[config.mk]
export PLATFORM = sky130hd
export DESIGN_NAME = rdist_sleep_ctrl
export DESIGN_NICKNAME = d
export VERILOG_FILES = /design/src/rtl/rdist_sleep_pkg.sv /design/src/rtl/rdist_req_reg.sv /design/src/rtl/rdist_pend_fifo.sv /design/src/rtl/rdist_pwr_fsm.sv /design/src/rtl/rdist_out_steer.sv /design/src/rtl/rdist_sleep_ctrl.sv
export SDC_FILE = /design/constraint.sdc
export NUM_CORES = 1
export LEC_CHECK = 0
export ABC_AREA = 1
export BUFFER_PORTS_ARGS = -buffer_cell sky130_fd_sc_hd__buf_4
export CAP_MARGIN = 40
export CORE_ASPECT_RATIO = 1.4
export CORE_MARGIN = 3
export CORE_UTILIZATION = 59
export DETAILED_ROUTE_END_ITERATION = 7
export GPL_ROUTABILITY_DRIVEN = 0
export PLACE_DENSITY_LB_ADDON = 0.3
export SYNTH_ARGS = -nofsm -noshare
export SYNTH_HDL_FRONTEND = slang
export SYNTH_HIERARCHICAL = 1
export SYNTH_SLANG_ARGS = --single-unit
[constraint.sdc]
create_clock -name clk -period 2.9 [get_ports clk]
set_input_delay 0 -clock clk [delete_from_list [all_inputs] [get_ports clk]]
set_output_delay 0 -clock clk [all_outputs]
set_load 0.02 [all_outputs]
[src/rtl/rdist_sleep_pkg.sv]
package rdist_sleep_pkg;

    localparam int PEND_ID_W = 10;

    typedef logic [PEND_ID_W-1:0] pend_id_t;

    typedef enum logic [1:0] {
        PS_AWAKE  = 2'd0,
        PS_DRAIN  = 2'd1,
        PS_ASLEEP = 2'd2,
        PS_WAKE   = 2'd3
    } pwr_state_e;

    typedef struct packed {
        logic     valid;
        pend_id_t id;
    } pend_beat_t;

    // Next power state from the current state, the request bit and the drain condition
    function automatic pwr_state_e pwr_next(pwr_state_e cur, logic req, logic drained);
        pwr_state_e nxt;
        nxt = cur;
        unique case (cur)
            PS_AWAKE:  if (req) nxt = PS_DRAIN;
            PS_DRAIN: begin
                if (!req)         nxt = PS_AWAKE;
                else if (drained) nxt = PS_ASLEEP;
            end
            PS_ASLEEP: if (!req) nxt = PS_WAKE;
            PS_WAKE:   nxt = PS_AWAKE;
            default:   nxt = PS_AWAKE;
        endcase
        return nxt;
    endfunction

    // Pending work goes to the core only when awake and no request is standing
    function automatic logic route_to_core(pwr_state_e cur, logic req);
        return (cur == PS_AWAKE) && !req;
    endfunction

endpackage

[src/rtl/rdist_req_reg.sv]
module rdist_req_reg (
    input  logic clk,
    input  logic rst,
    input  logic wr_en_i,
    input  logic wr_data_i,
    output logic req_o
);
    logic req_q;

    always_ff @(posedge clk) begin
        if (rst)          req_q <= 1'b0;
        else if (wr_en_i) req_q <= wr_data_i;
    end

    assign req_o = req_q;


    req_write_chk: assert property (@(posedge clk) disable iff (rst)
        wr_en_i |=> (req_o == $past(wr_data_i)));

endmodule

[src/rtl/rdist_pend_fifo.sv]
module rdist_pend_fifo #(
    parameter int DEPTH = 4,
    parameter int W     = 10
) (
    input  logic         clk,
    input  logic         rst,
    input  logic         push_i,
    input  logic [W-1:0] data_i,
    input  logic         pop_i,
    output logic [W-1:0] data_o,
    output logic         empty_o,
    output logic         full_o
);
    localparam int PW = (DEPTH > 1) ? $clog2(DEPTH) : 1;
    localparam int CW = $clog2(DEPTH + 1);
    localparam logic [PW-1:0] LAST = PW'(DEPTH - 1);

    logic [W-1:0]  mem_q [DEPTH];
    logic [PW-1:0] wr_q, rd_q;
    logic [CW-1:0] cnt_q;
    logic          do_push, do_pop;

    function automatic logic [PW-1:0] adv(logic [PW-1:0] p);
        return (p == LAST) ? '0 : p + 1'b1;
    endfunction

    assign empty_o = (cnt_q == '0);
    assign full_o  = (cnt_q == CW'(DEPTH));
    assign do_push = push_i && !full_o;
    assign do_pop  = pop_i && !empty_o;
    assign data_o  = mem_q[rd_q];

    always_ff @(posedge clk) begin
        if (rst) begin
            wr_q  <= '0;
            rd_q  <= '0;
            cnt_q <= '0;
        end else begin
            if (do_push) wr_q <= adv(wr_q);
            if (do_pop)  rd_q <= adv(rd_q);
            unique case ({do_push, do_pop})
                2'b10:   cnt_q <= cnt_q + 1'b1;
                2'b01:   cnt_q <= cnt_q - 1'b1;
                default: cnt_q <= cnt_q;
            endcase
        end
    end

    always_ff @(posedge clk) begin
        if (do_push) mem_q[wr_q] <= data_i;
    end


    fifo_bound_chk: assert property (@(posedge clk) disable iff (rst)
        cnt_q <= CW'(DEPTH));


    full_hold_chk: assert property (@(posedge clk) disable iff (rst)
        (full_o && !pop_i) |=> full_o);


    pop_nonempty_chk: assert property (@(posedge clk) disable iff (rst)
        pop_i |-> !empty_o);

endmodule

[src/rtl/rdist_pwr_fsm.sv]
module rdist_pwr_fsm
    import rdist_sleep_pkg::*;
(
    input  logic       clk,
    input  logic       rst,
    input  logic       req_i,
    input  logic       drained_i,
    output pwr_state_e state_o,
    output logic       asleep_o
);
    pwr_state_e state_q;

    always_ff @(posedge clk) begin
        if (rst) state_q <= PS_AWAKE;
        else     state_q <= pwr_next(state_q, req_i, drained_i);
    end

    assign state_o  = state_q;
    assign asleep_o = (state_q == PS_ASLEEP);


    asleep_entry_chk: assert property (@(posedge clk) disable iff (rst)
        $rose(state_q == PS_ASLEEP) |-> $past(drained_i));


    abort_chk: assert property (@(posedge clk) disable iff (rst)
        (state_q == PS_DRAIN && !req_i) |=> (state_q == PS_AWAKE));


    wake_seq_chk: assert property (@(posedge clk) disable iff (rst)
        (state_q == PS_ASLEEP && !req_i) |=> (state_q == PS_WAKE));


    wake_done_chk: assert property (@(posedge clk) disable iff (rst)
        (state_q == PS_WAKE) |=> (state_q == PS_AWAKE));

endmodule

[src/rtl/rdist_out_steer.sv]
module rdist_out_steer
    import rdist_sleep_pkg::*;
(
    input  logic       clk,
    input  logic       rst,
    input  pwr_state_e state_i,
    input  logic       req_i,
    input  logic       empty_i,
    input  pend_id_t   head_id_i,
    input  logic       core_ready_i,
    input  logic       fwd_ready_i,
    output pend_beat_t core_o,
    output pend_beat_t fwd_o,
    output logic       pop_o
);
    logic to_core;

    assign to_core      = route_to_core(state_i, req_i);
    assign core_o.valid = !empty_i && to_core;
    assign core_o.id    = head_id_i;
    assign fwd_o.valid  = !empty_i && !to_core;
    assign fwd_o.id     = head_id_i;
    assign pop_o        = (core_o.valid && core_ready_i) || (fwd_o.valid && fwd_ready_i);


    core_gate_chk: assert property (@(posedge clk) disable iff (rst)
        (state_i != PS_AWAKE) |-> !core_o.valid);


    fwd_gate_chk: assert property (@(posedge clk) disable iff (rst)
        (state_i == PS_AWAKE && !req_i) |-> !fwd_o.valid);

endmodule

[src/rtl/rdist_sleep_ctrl.sv]
module rdist_sleep_ctrl
    import rdist_sleep_pkg::*;
#(
    parameter int DEPTH = 4
) (
    input  logic                 clk,
    input  logic                 rst,
    input  logic                 cfg_wr_en_i,
    input  logic                 cfg_wr_sleep_i,
    output logic                 cfg_sleep_req_o,
    output logic                 cfg_asleep_o,
    input  logic                 pend_valid_i,
    input  logic [PEND_ID_W-1:0] pend_id_i,
    output logic                 pend_ready_o,
    output logic                 core_valid_o,
    output logic [PEND_ID_W-1:0] core_id_o,
    input  logic                 core_ready_i,
    output logic                 fwd_valid_o,
    output logic [PEND_ID_W-1:0] fwd_id_o,
    input  logic                 fwd_ready_i
);
    logic       req;
    logic       empty, full, pop, drained;
    pend_id_t   head_id;
    pwr_state_e state;
    pend_beat_t core_b, fwd_b;

    rdist_req_reg u_req (
        .clk       (clk),
        .rst       (rst),
        .wr_en_i   (cfg_wr_en_i),
        .wr_data_i (cfg_wr_sleep_i),
        .req_o     (req)
    );

    rdist_pend_fifo #(.DEPTH(DEPTH), .W(PEND_ID_W)) u_fifo (
        .clk     (clk),
        .rst     (rst),
        .push_i  (pend_valid_i),
        .data_i  (pend_id_i),
        .pop_i   (pop),
        .data_o  (head_id),
        .empty_o (empty),
        .full_o  (full)
    );

    assign drained = empty && !pend_valid_i;

    rdist_pwr_fsm u_fsm (
        .clk       (clk),
        .rst       (rst),
        .req_i     (req),
        .drained_i (drained),
        .state_o   (state),
        .asleep_o  (cfg_asleep_o)
    );

    rdist_out_steer u_steer (
        .clk          (clk),
        .rst          (rst),
        .state_i      (state),
        .req_i        (req),
        .empty_i      (empty),
        .head_id_i    (head_id),
        .core_ready_i (core_ready_i),
        .fwd_ready_i  (fwd_ready_i),
        .core_o       (core_b),
        .fwd_o        (fwd_b),
        .pop_o        (pop)
    );

    assign cfg_sleep_req_o = req;
    assign pend_ready_o    = !full;
    assign core_valid_o    = core_b.valid;
    assign core_id_o       = core_b.id;
    assign fwd_valid_o     = fwd_b.valid;
    assign fwd_id_o        = fwd_b.id;


    asleep_hold_chk: assert property (@(posedge clk) disable iff (rst)
        (cfg_asleep_o && cfg_sleep_req_o) |=> cfg_asleep_o);


    asleep_empty_chk: assert property (@(posedge clk) disable iff (rst)
        $rose(cfg_asleep_o) |-> !core_valid_o);

endmodule

After elaboration in Yosys (flattened, before gate mapping)

Memory sizes are Yosys's and may differ from the RTL's. A register that Yosys moved wholly into a read port is not among the register bits.
Index checks and enable logic that the tools add are counted.

Word-level logic and storage cells: 51
Flip-flop bits (word level): 10
Input bits: 17
Output and inout port bits: 25
Memories: 1
RAM bits: 40

Memories:

| name         | depth | bits a word | rd ports | clocked after memory_dff | write ports | RTL line              | RTL |
|---|---|---|---|---|---|---|---|
| u_fifo.mem_q | 4     | 10          | 1        | 1                        | 1           | rdist_pend_fifo.sv:18 | `logic [W-1:0] mem_q [DEPTH];` |

Mux-type cells: 12
Reduce and logical (&&, ||, !) cells: 18
Equal/unequal tests: 11
Add/sub/neg operators: 4

Operators by type and width:

| operator                                                           | count |
|---|---|
| 2-bit two-way mux                                                  | 8 |
| 2-bit == test, second input constant                               | 5 |
| 1-bit logical AND                                                  | 8 |
| 2-bit one-hot mux with 4 select lines                              | 1 |
| 3-bit one-hot mux with 2 select lines                              | 1 |
| 1-bit zero test                                                    | 5 |
| 2-bit by 1-bit adder with 2-bit output, second input constant      | 2 |
| 2-bit by 1-bit == test with 1-bit output, second input constant    | 2 |
| 2-bit != test, second input constant                               | 2 |
| 3-bit by 1-bit adder with 3-bit output, second input constant      | 1 |
| 3-bit == test, second input constant                               | 1 |
| 3-bit zero test                                                    | 1 |
| 3-bit != test, second input constant                               | 1 |
| 3-bit AND reduction                                                | 1 |
| 3-bit by 1-bit subtractor with 3-bit output, second input constant | 1 |
| 2-bit zero test                                                    | 1 |
| 1-bit two-way mux                                                  | 2 |
| 2-bit nonzero test                                                 | 1 |
| 1-bit logical OR                                                   | 1 |

Depth between registers and ports, before layout

Gate-level depths: netlist (run 1).

Depth after elaboration: 9
Mapped depth: 17
Mapped depth without buffers: 17

By module

Netlist (run 1), hierarchy kept.

By module, submodules not included:

| module           | seq. area each (um^2) | area an instance (um^2) | times used | cells each |
|---|---|---|---|---|
| rdist_pend_fifo  | 1,381.3               | 1,991.9                 | 1          | 169 |
| rdist_out_steer  | 0.0                   | 206.4                   | 1          | 29 |
| rdist_pwr_fsm    | 40.0                  | 101.3                   | 1          | 17 |
| rdist_req_reg    | 20.0                  | 45.0                    | 1          | 7 |
| rdist_sleep_ctrl | 0.0                   | 13.8                    | 1          | 3 |

Worst setup path after synthesis (run 1)

Ideal clock, no wire load.

Path kind: reg2reg
Start: register u_fifo.cnt_q[2]
End: register u_fifo.cnt_q[2]
Buffers on the path: 0
Path slack: 999 ps
Setup time: 110 ps
Arrival: 1,791 ps
Cell stages (with the launch flop): 18
Data required time: 2,790 ps
Period minus slack after synthesis: 1,901 ps
Cell sequence: dfxtp_1 > inv_1 > nand2_2 > inv_1 > inv_1 > nand4_1 > nand2_1 > nand2_2 > inv_1 > ha_1 > inv_1 > fa_1 > inv_1 > nand2_1 > nand3_1 > nand2_1 > inv_1 > nor2_1

Longest elaborated chain between the ends: 8
Elaborated cells on any way between the ends: 17
Classes of those cells: add/sub: 2; eq/ne: 3; mux: 1; reduce/logical: 11

RTL lines:

| item                                                                        | RTL line                                     | RTL |
|---|---|---|
| from (decl)                                                                 | rdist_pend_fifo.sv:20                        | `logic [CW-1:0] cnt_q;` |
| from (signal assigned)                                                      | rdist_pend_fifo.sv:42                        | `2'b10: cnt_q <= cnt_q + 1'b1;` |
| from (signal assigned)                                                      | rdist_pend_fifo.sv:43                        | `2'b01: cnt_q <= cnt_q - 1'b1;` |
| from (signal assigned)                                                      | rdist_pend_fifo.sv:44                        | `default: cnt_q <= cnt_q;` |
| 3-bit zero test (*)                                                         | rdist_pend_fifo.sv:27                        | `assign empty_o = (cnt_q == '0);` |
| via empty                                                                   | rdist_sleep_ctrl.sv:23                       | `logic empty, full, pop, drained;` |
| 1-bit zero test (*)                                                         | rdist_out_steer.sv:19, rdist_out_steer.sv:21 |  |
| 1-bit logical AND, on equally long branches                                 | rdist_out_steer.sv:19, rdist_out_steer.sv:21 |  |
| 1-bit logical AND                                                           | rdist_out_steer.sv:23                        | `assign pop_o = (core_o.valid && core_ready_i) \|\| (fwd_o.valid && fwd_ready_i);` |
| 1-bit logical OR (*)                                                        | rdist_out_steer.sv:23                        |  |
| via pop                                                                     | rdist_sleep_ctrl.sv:23                       |  |
| 1-bit logical AND (*)                                                       | rdist_pend_fifo.sv:30                        | `assign do_pop = pop_i && !empty_o;` |
| via u_fifo.do_pop                                                           | rdist_pend_fifo.sv:21                        | `logic do_push, do_pop;` |
| 2-bit by 1-bit == test with 1-bit output or 2-bit == test (tied branches)   | rdist_pend_fifo.sv:41                        | `unique case ({do_push, do_pop})` |
| 3-bit one-hot mux with 2 select lines or 2-bit nonzero test (tied branches) | n/a                                          |  |

The timed path passes the listed nets; every way through them passes the cells marked *.
A chain may end at the register's enable or synchronous reset.

Worst setup path after layout (run 1)

Ends and elaborated chain as after synthesis.

==> results.toml, run 1 <==
[run_status]
status = "finished clean"

[logic_synthesis]
yosysTopAreaCell = "edfxtp_1"
syn_nets = 249
syn_area_per_cell_um2 = 10.48
yosysUniqueCellTypes = 21
synthFlopType = "edfxtp_1"
synthTopCellsByCount = "edfxtp_1 (40), nor2_1 (36), inv_1 (29)"
synth_area_um2 = 2359
synth.most_common_cell = "edfxtp_1"
synth.area.top_cells = "edfxtp_1 (51%), dfxtp_1 (10%), buf_4 (6.4%), nor2_1 (5.7%), o21ai_0 (4.7%)"
yosys_register_bits = 52
ys_async_sr_fraction_pct = 0
ys_seq_area_share_pct = 61.11
synthCells = 225
ys.warnings.count = 6
synth_edf_count = 40
synth_top_area_share_pct = 50.93

[setup_path]
crit_chain = "inv_1 -> nand2_2 -> inv_1 -> inv_1 -> nand4_1 -> nand2_1 -> nand2_2 -> inv_1 -> ha_1 -> inv_1 -> fa_1 -> nand2_1 -> nand3_1 -> nand2_1 -> inv_1 -> nor2_1"
cp.arrival_ps = 2380
required_ps = 3140
crit_path_top_delay_cell = "dfxtp_1"
cpPeakStageDelay_ps = 370
crit_type = "flop to flop"
startpoint_type = "flop"
worstSetupEndpointType = "flop"
path_max_fanout = 4
cp_common_cell = "inv_1"

[floorplanning]
initial_core_util_pct = 63.04
rows = 26
die_y_um = 80.81
dieArea_um2 = 4803
pin_count = 42
fp.dieW_um = 59.44
core-area_um2 = 3741

[drt]
via_count = 1601
wl_mm = 4.308
viasPerCell = 5.198
wl_per_cell_um = 13.99
drc = 0
drtIter0Drc = 66
drtPass1Iterations = 4
ant_nets = 0

[job]
drv_cap = 0

[global_route]
grt_pass1_vias = 1546
grt_usage_pct = 19.68
antenna_found_initial = 0
grt_pass1_wl_mm = 6.844
overflow = 0
grt_start_max_net_pins = 22

[timing]
relSlewSlack_pct = 62.47
clock.fmax_mhz = 466.2
hold_viol = 0
setup_viol = 0
rsz0062_at_grt = "no"
hold_slack_ps = 25.94
slew_violations = 0
final.setup.tns_ps = 0
period_needed_ps = 2145
finalClockSkew_ps = 7.018
worstMarginPinSlew_ps = 562.3
fin_crit_sh_pct = 73.97

[power]
power_uw = 2220
clock_power_share_pct = 16.9
p_leak_uw = 0.001186
power.density_nw_per_um2 = 798.2
switching_power_uw = 814.3
switching_share_pct = 36.68
peakVddDrop_v = 0.0005797
p_comb_share_pct = 41.2
p_int_uw = 1406
seqPwrFrac_pct = 41.8

[placement]
hpwl_mm = 3.023
dpl-instance-area_um2 = 2581
port_buffers = 41

[finish]
n_antenna_cell = 0
finalInstanceArea_um2 = 2781
final_util_pct = 74.35
drive_above_1_share_pct = 24.06
syn_to_final_growth_pct = 17.93
layout.nets = 289

[cts]
hold_buffers = 12
cts_buffer_depth = 2
post_cts_buffers = 0
cts_buffers = 5
cts_resized = 0
cts.clk_slew.worst_paths_ps = 80
clkSinkCount = 52
cts_root_buf = "clkbuf_8"
clk_latency_ps = 290
ctsHtreeMaxLevel = 2
tritoncts = "done"

[worst_hold_path]
hold_class = "primary input to flop"
layer usage:
metal  vias to the layer above  wire length, um  GRT usage [%]
met3                         9              214          4.293
met4                         0               80          8.163
met5                         -                0              0
li1                        805                -              -
met2                        45             2412          36.98
met1                       742             1601          20.32
cells in the final DEF (no fill, tap or decap), drive strengths merged:
master / synthesis / final
buf: 25 / 46
nor2: 41 / 41
edfxtp: 40 / 40
inv: 30 / 30
nand2: 23 / 23
o21ai: 22 / 22
dlygate4sd3: 0 / 12
dfxtp: 12 / 12
o22ai: 10 / 10
a21oi: 8 / 8
clkbuf: 0 / 7
ha: 6 / 6
nand3: 3 / 3
nand4: 2 / 2
nand3b: 2 / 2
clkinv: 0 / 1
fa: 1 / 1
power groups by stage:
stage	Sequential [uW]	Combinational, uW	Clock, uW
floorplan	929	758	0
global placement	942	878	0
detailed placement	947	903	0
CTS	929	919	390
global route	936	995	422
finish	929	916	376
final cells by class:
type                       count  area (um2)
clock buffer                   7       76.32
clock inverter                 1       3.754
fill                         272       959.7
inverter                      30       112.6
multi-input combinational    118       629.4
sequential                    52        1441
tap                           42       52.55
timing repair buffer          58       465.4
stage by stage:
stage               worst slack (ps)  cells
finish                         754.8    308
detailed placement             820.1    288
floorplan                      999.4    225
global placement               915.9    287
global route                   586.0    308
CTS                            807.0    308
state kept, by name (all words and copies together) (netlist names), named ones only:
register and cells:
u_fifo/mem_q 40, u_req/req_o 1, u_fifo/wr_q 2, u_fifo/rd_q 2, u_fsm/state_o 1, u_fifo/cnt_q 3
worst paths after layout:
path | cells past startpoint | to | from | slack, ps
setup / recovery | 16 | u_fifo/cnt_q[2] | u_fifo/cnt_q[2] | 750
hold / removal | 3 | u_fifo/wr_q[0] | pend_valid_i | 30
setup reg to reg | 16 | u_fifo/cnt_q[2] | u_fifo/cnt_q[2] | 750
hold reg to reg | 2 | u_fifo/cnt_q[0] | u_fifo/cnt_q[0] | 540
cells by family after synthesis:
family	Yosys count	share of synthesized area, %
AND/OR/NAND/NOR	71	13.63
buffers and inverters	55	12.20
flip-flops	52	61.11
AO/OA/AOI/OAI	40	9.019
adder cells (fa/ha/maj)	7	4.032
critical path, delay by kind of cell, from the launching register on:
| family | cells | cell delay, ps |
|---|---|---|
| flip-flops | 1 | 370 |
| AND/OR/NAND/NOR | 8 | 720 |
| buffers and inverters | 6 | 460 |
| adder cells (fa/ha/maj) | 2 | 530 |
Note: power is estimated with default switching activity, not from simulation.
==> run 2: changes to the inputs <==
--- a/config.mk
+++ b/config.mk
@@ -5,12 +5,12 @@
 export SDC_FILE = /design/constraint.sdc
 export NUM_CORES = 1
 export LEC_CHECK = 0
-export ABC_AREA = 1
+export ABC_AREA = 0
 export BUFFER_PORTS_ARGS = -buffer_cell sky130_fd_sc_hd__buf_4
 export CAP_MARGIN = 40
 export CORE_ASPECT_RATIO = 1.4
 export CORE_MARGIN = 3
-export CORE_UTILIZATION = 59
+export CORE_UTILIZATION = 54
 export DETAILED_ROUTE_END_ITERATION = 7
 export GPL_ROUTABILITY_DRIVEN = 0
 export PLACE_DENSITY_LB_ADDON = 0.3
==> constraint.sdc (replaced) <==
create_clock -name clk -period 2.15 [get_ports clk]
set_input_delay 0 -clock clk [delete_from_list [all_inputs] [get_ports clk]]
set_output_delay 0 -clock clk [all_outputs]
set_load 0.02 [all_outputs]
==> results.toml, run 2 <==
[logic_synthesis]
synthFlopType = "edfxtp_1"
synth_area_um2 = 2265
syn_nets = 171
syn_area_per_cell_um2 = 15.41
synth_edf_count = 40
ys_seq_area_share_pct = 63.65
synth.area.top_cells = "edfxtp_1 (53%), dfxtp_1 (11%), mux4_2 (9.9%), buf_4 (6.6%), ha_1 (3.3%)"
ys.warnings.count = 6
synthCells = 147
synth.most_common_cell = "edfxtp_1"
synthTopCellsByCount = "edfxtp_1 (40), buf_4 (20), dfxtp_1 (12)"
synth_top_area_share_pct = 53.04
yosys_register_bits = 52
yosysTopAreaCell = "edfxtp_1"
ys_async_sr_fraction_pct = 0
yosysUniqueCellTypes = 34

[worst_hold_path]
hold_class = "primary input to flop"
hold_start = "pend_valid_i"

[timing]
fin_crit_sh_pct = 111.4
setup_ws_ps = -245.1
worstMarginPinSlew_ps = 544.3
relSlewSlack_pct = 63.71
setup_viol = 2
rsz0062_at_grt = "yes"
hold_slack_ps = 29.75
slew_violations = 0
hold_viol = 0
clock.fmax_mhz = 417.5
period_needed_ps = 2395
finalClockSkew_ps = 11.12

[cts]
cts_root_buf = "clkbuf_8"
clkSinkCount = 52
cts_buffers = 5
cts_buffer_depth = 2
cts.clk_slew.worst_paths_ps = 80
clk_latency_ps = 300
tritoncts = "done"
ctsHtreeMaxLevel = 2

[floorplanning]
die_y_um = 82.63
rows = 27
pin_count = 42
initial_core_util_pct = 56.81
core-area_um2 = 3986
fp.dieW_um = 60.73
dieArea_um2 = 5018

[global_route]
overflow = 0
grt_pass1_vias = 1337
grt_pass1_wl_mm = 6.168
antenna_found_initial = 0
grt_start_max_net_pins = 17
grt_usage_pct = 17.70

[drt]
via_count = 1261
drtIter0Drc = 34
wl_mm = 3.902
drtPass1Iterations = 4
wl_per_cell_um = 16.26
ant_nets = 0
drc = 0
viasPerCell = 5.254

[power]
p_leak_uw = 0.001093
peakVddDrop_v = 0.0005389
power.density_nw_per_um2 = 888.0
power_uw = 2492

[setup_path]
r2r_slack_ps = -250
cp.arrival_ps = 2630
r2r_start = "u_fsm/state_o[0]"
crit_type = "flop to flop"
startpoint_type = "flop"
path_max_fanout = 2
startpoint = "u_fsm/state_o[0]"
worstSetupEndpointType = "flop"
required_ps = 2390

[finish]
final_cell_count_no_fill = 240
final_util_pct = 70.40
syn_to_final_growth_pct = 23.92
num-fill-cells = 294
layout_common_cells = "buf_4 (53), edfxtp_1 (40), dlygate4sd3_1 (13)"
largest-register = "u_fifo/mem_q"
seq_area_um2 = 1445
reg_top3 = "u_fifo/mem_q: 40 flops, u_fifo/cnt_q: 3 flops"
largest_reg_flops = 40
multi_input_area_um2 = 653.1
n_antenna_cell = 0
layout_commonest_cell = "buf_4"
drive_above_1_share_pct = 44.67
layout.nets = 220

[placement]
place_inst = 218
port_buffers = 41
hpwl_mm = 2.767
pre_cts_ws_ps = -338.4

[job]
drv_cap = 0

[run_status]
status = "complete, but fails checks"
violations = "negative setup slack"
==> run 2: worst max-delay path, cell delays in order, from the launching register on <==
cell	delay [ps]
dfxtp_2	320
or4b_4	540
a21oi_4	160
o31ai_4	80
inv_1	60
ha_2	170
inv_2	40
fa_2	350
xor2_1	160
or3_4	330
a21oi_2	110
==> run 2: power breakdown <==
group	internal [uW]	leakage (uW)	switching, uW	total, uW
clock	232	0.0000414	301	533
sequential	1160	0.000466	39.0	1200
combinational	370	0.000585	387	757
==> run 2: logic make-up (layout without fill, tap and decap cells) <==
logic type               count (synthesis)  count (layout)  share of synthesized area, %
buffers and inverters                   34              84                         9.336
XOR/XNOR                                 2               2                        0.7736
adder cells (fa/ha/maj)                  7               7                         4.199
AO/OA/AOI/OAI                           12              12                         3.480
flip-flops                              52              52                         63.65
AND/OR/NAND/NOR                         28              28                         7.735
multiplexers                            12              12                         10.83
==> run 2: per-layer routing <==
layer	track usage (%)	wire, um	vias up
li1	-	-	614
met1	17.55	1457	613
met2	33.30	2225	30
met3	5.132	157	4
met4	7.158	61	0
met5	0	0	-
==> run 2: final timing paths <==
kind | cells after the start | endpoint
max | 10 | u_fifo/cnt_q[2]
min | 3 | u_fifo/wr_q[0]
max reg2reg | 10 | u_fifo/cnt_q[2]
min reg2reg | 2 | u_fifo/rd_q[0]
==> run 2: cell type report <==
cell class | instances | area share, %
tap | 43 | 1.917
timing repair buffer | 66 | 18.81
clock buffer | 6 | 2.586
multi-input combinational | 61 | 23.27
sequential | 52 | 51.49
inverter | 10 | 1.337
clock inverter | 2 | 0.5796
==> run 2: timing repair <==
item	CTS	global route
gates resized for setup	3	0
gates cloned	0	0
endpoints found under the setup margin	2	2
pin swaps	3	0
hold endpoints to repair	52	0
hold buffers	13	0
buffers inserted	1	0
==> run 2: through the flow <==
stage | instance area [um2] | TNS, ps
floorplan | 2295 | -360.0
global placement | 2565 | -311.3
detailed placement | 2565 | -483.7
CTS | 2806 | -358.5
global route | 2806 | -520.4
finish | 2806 | -328.8
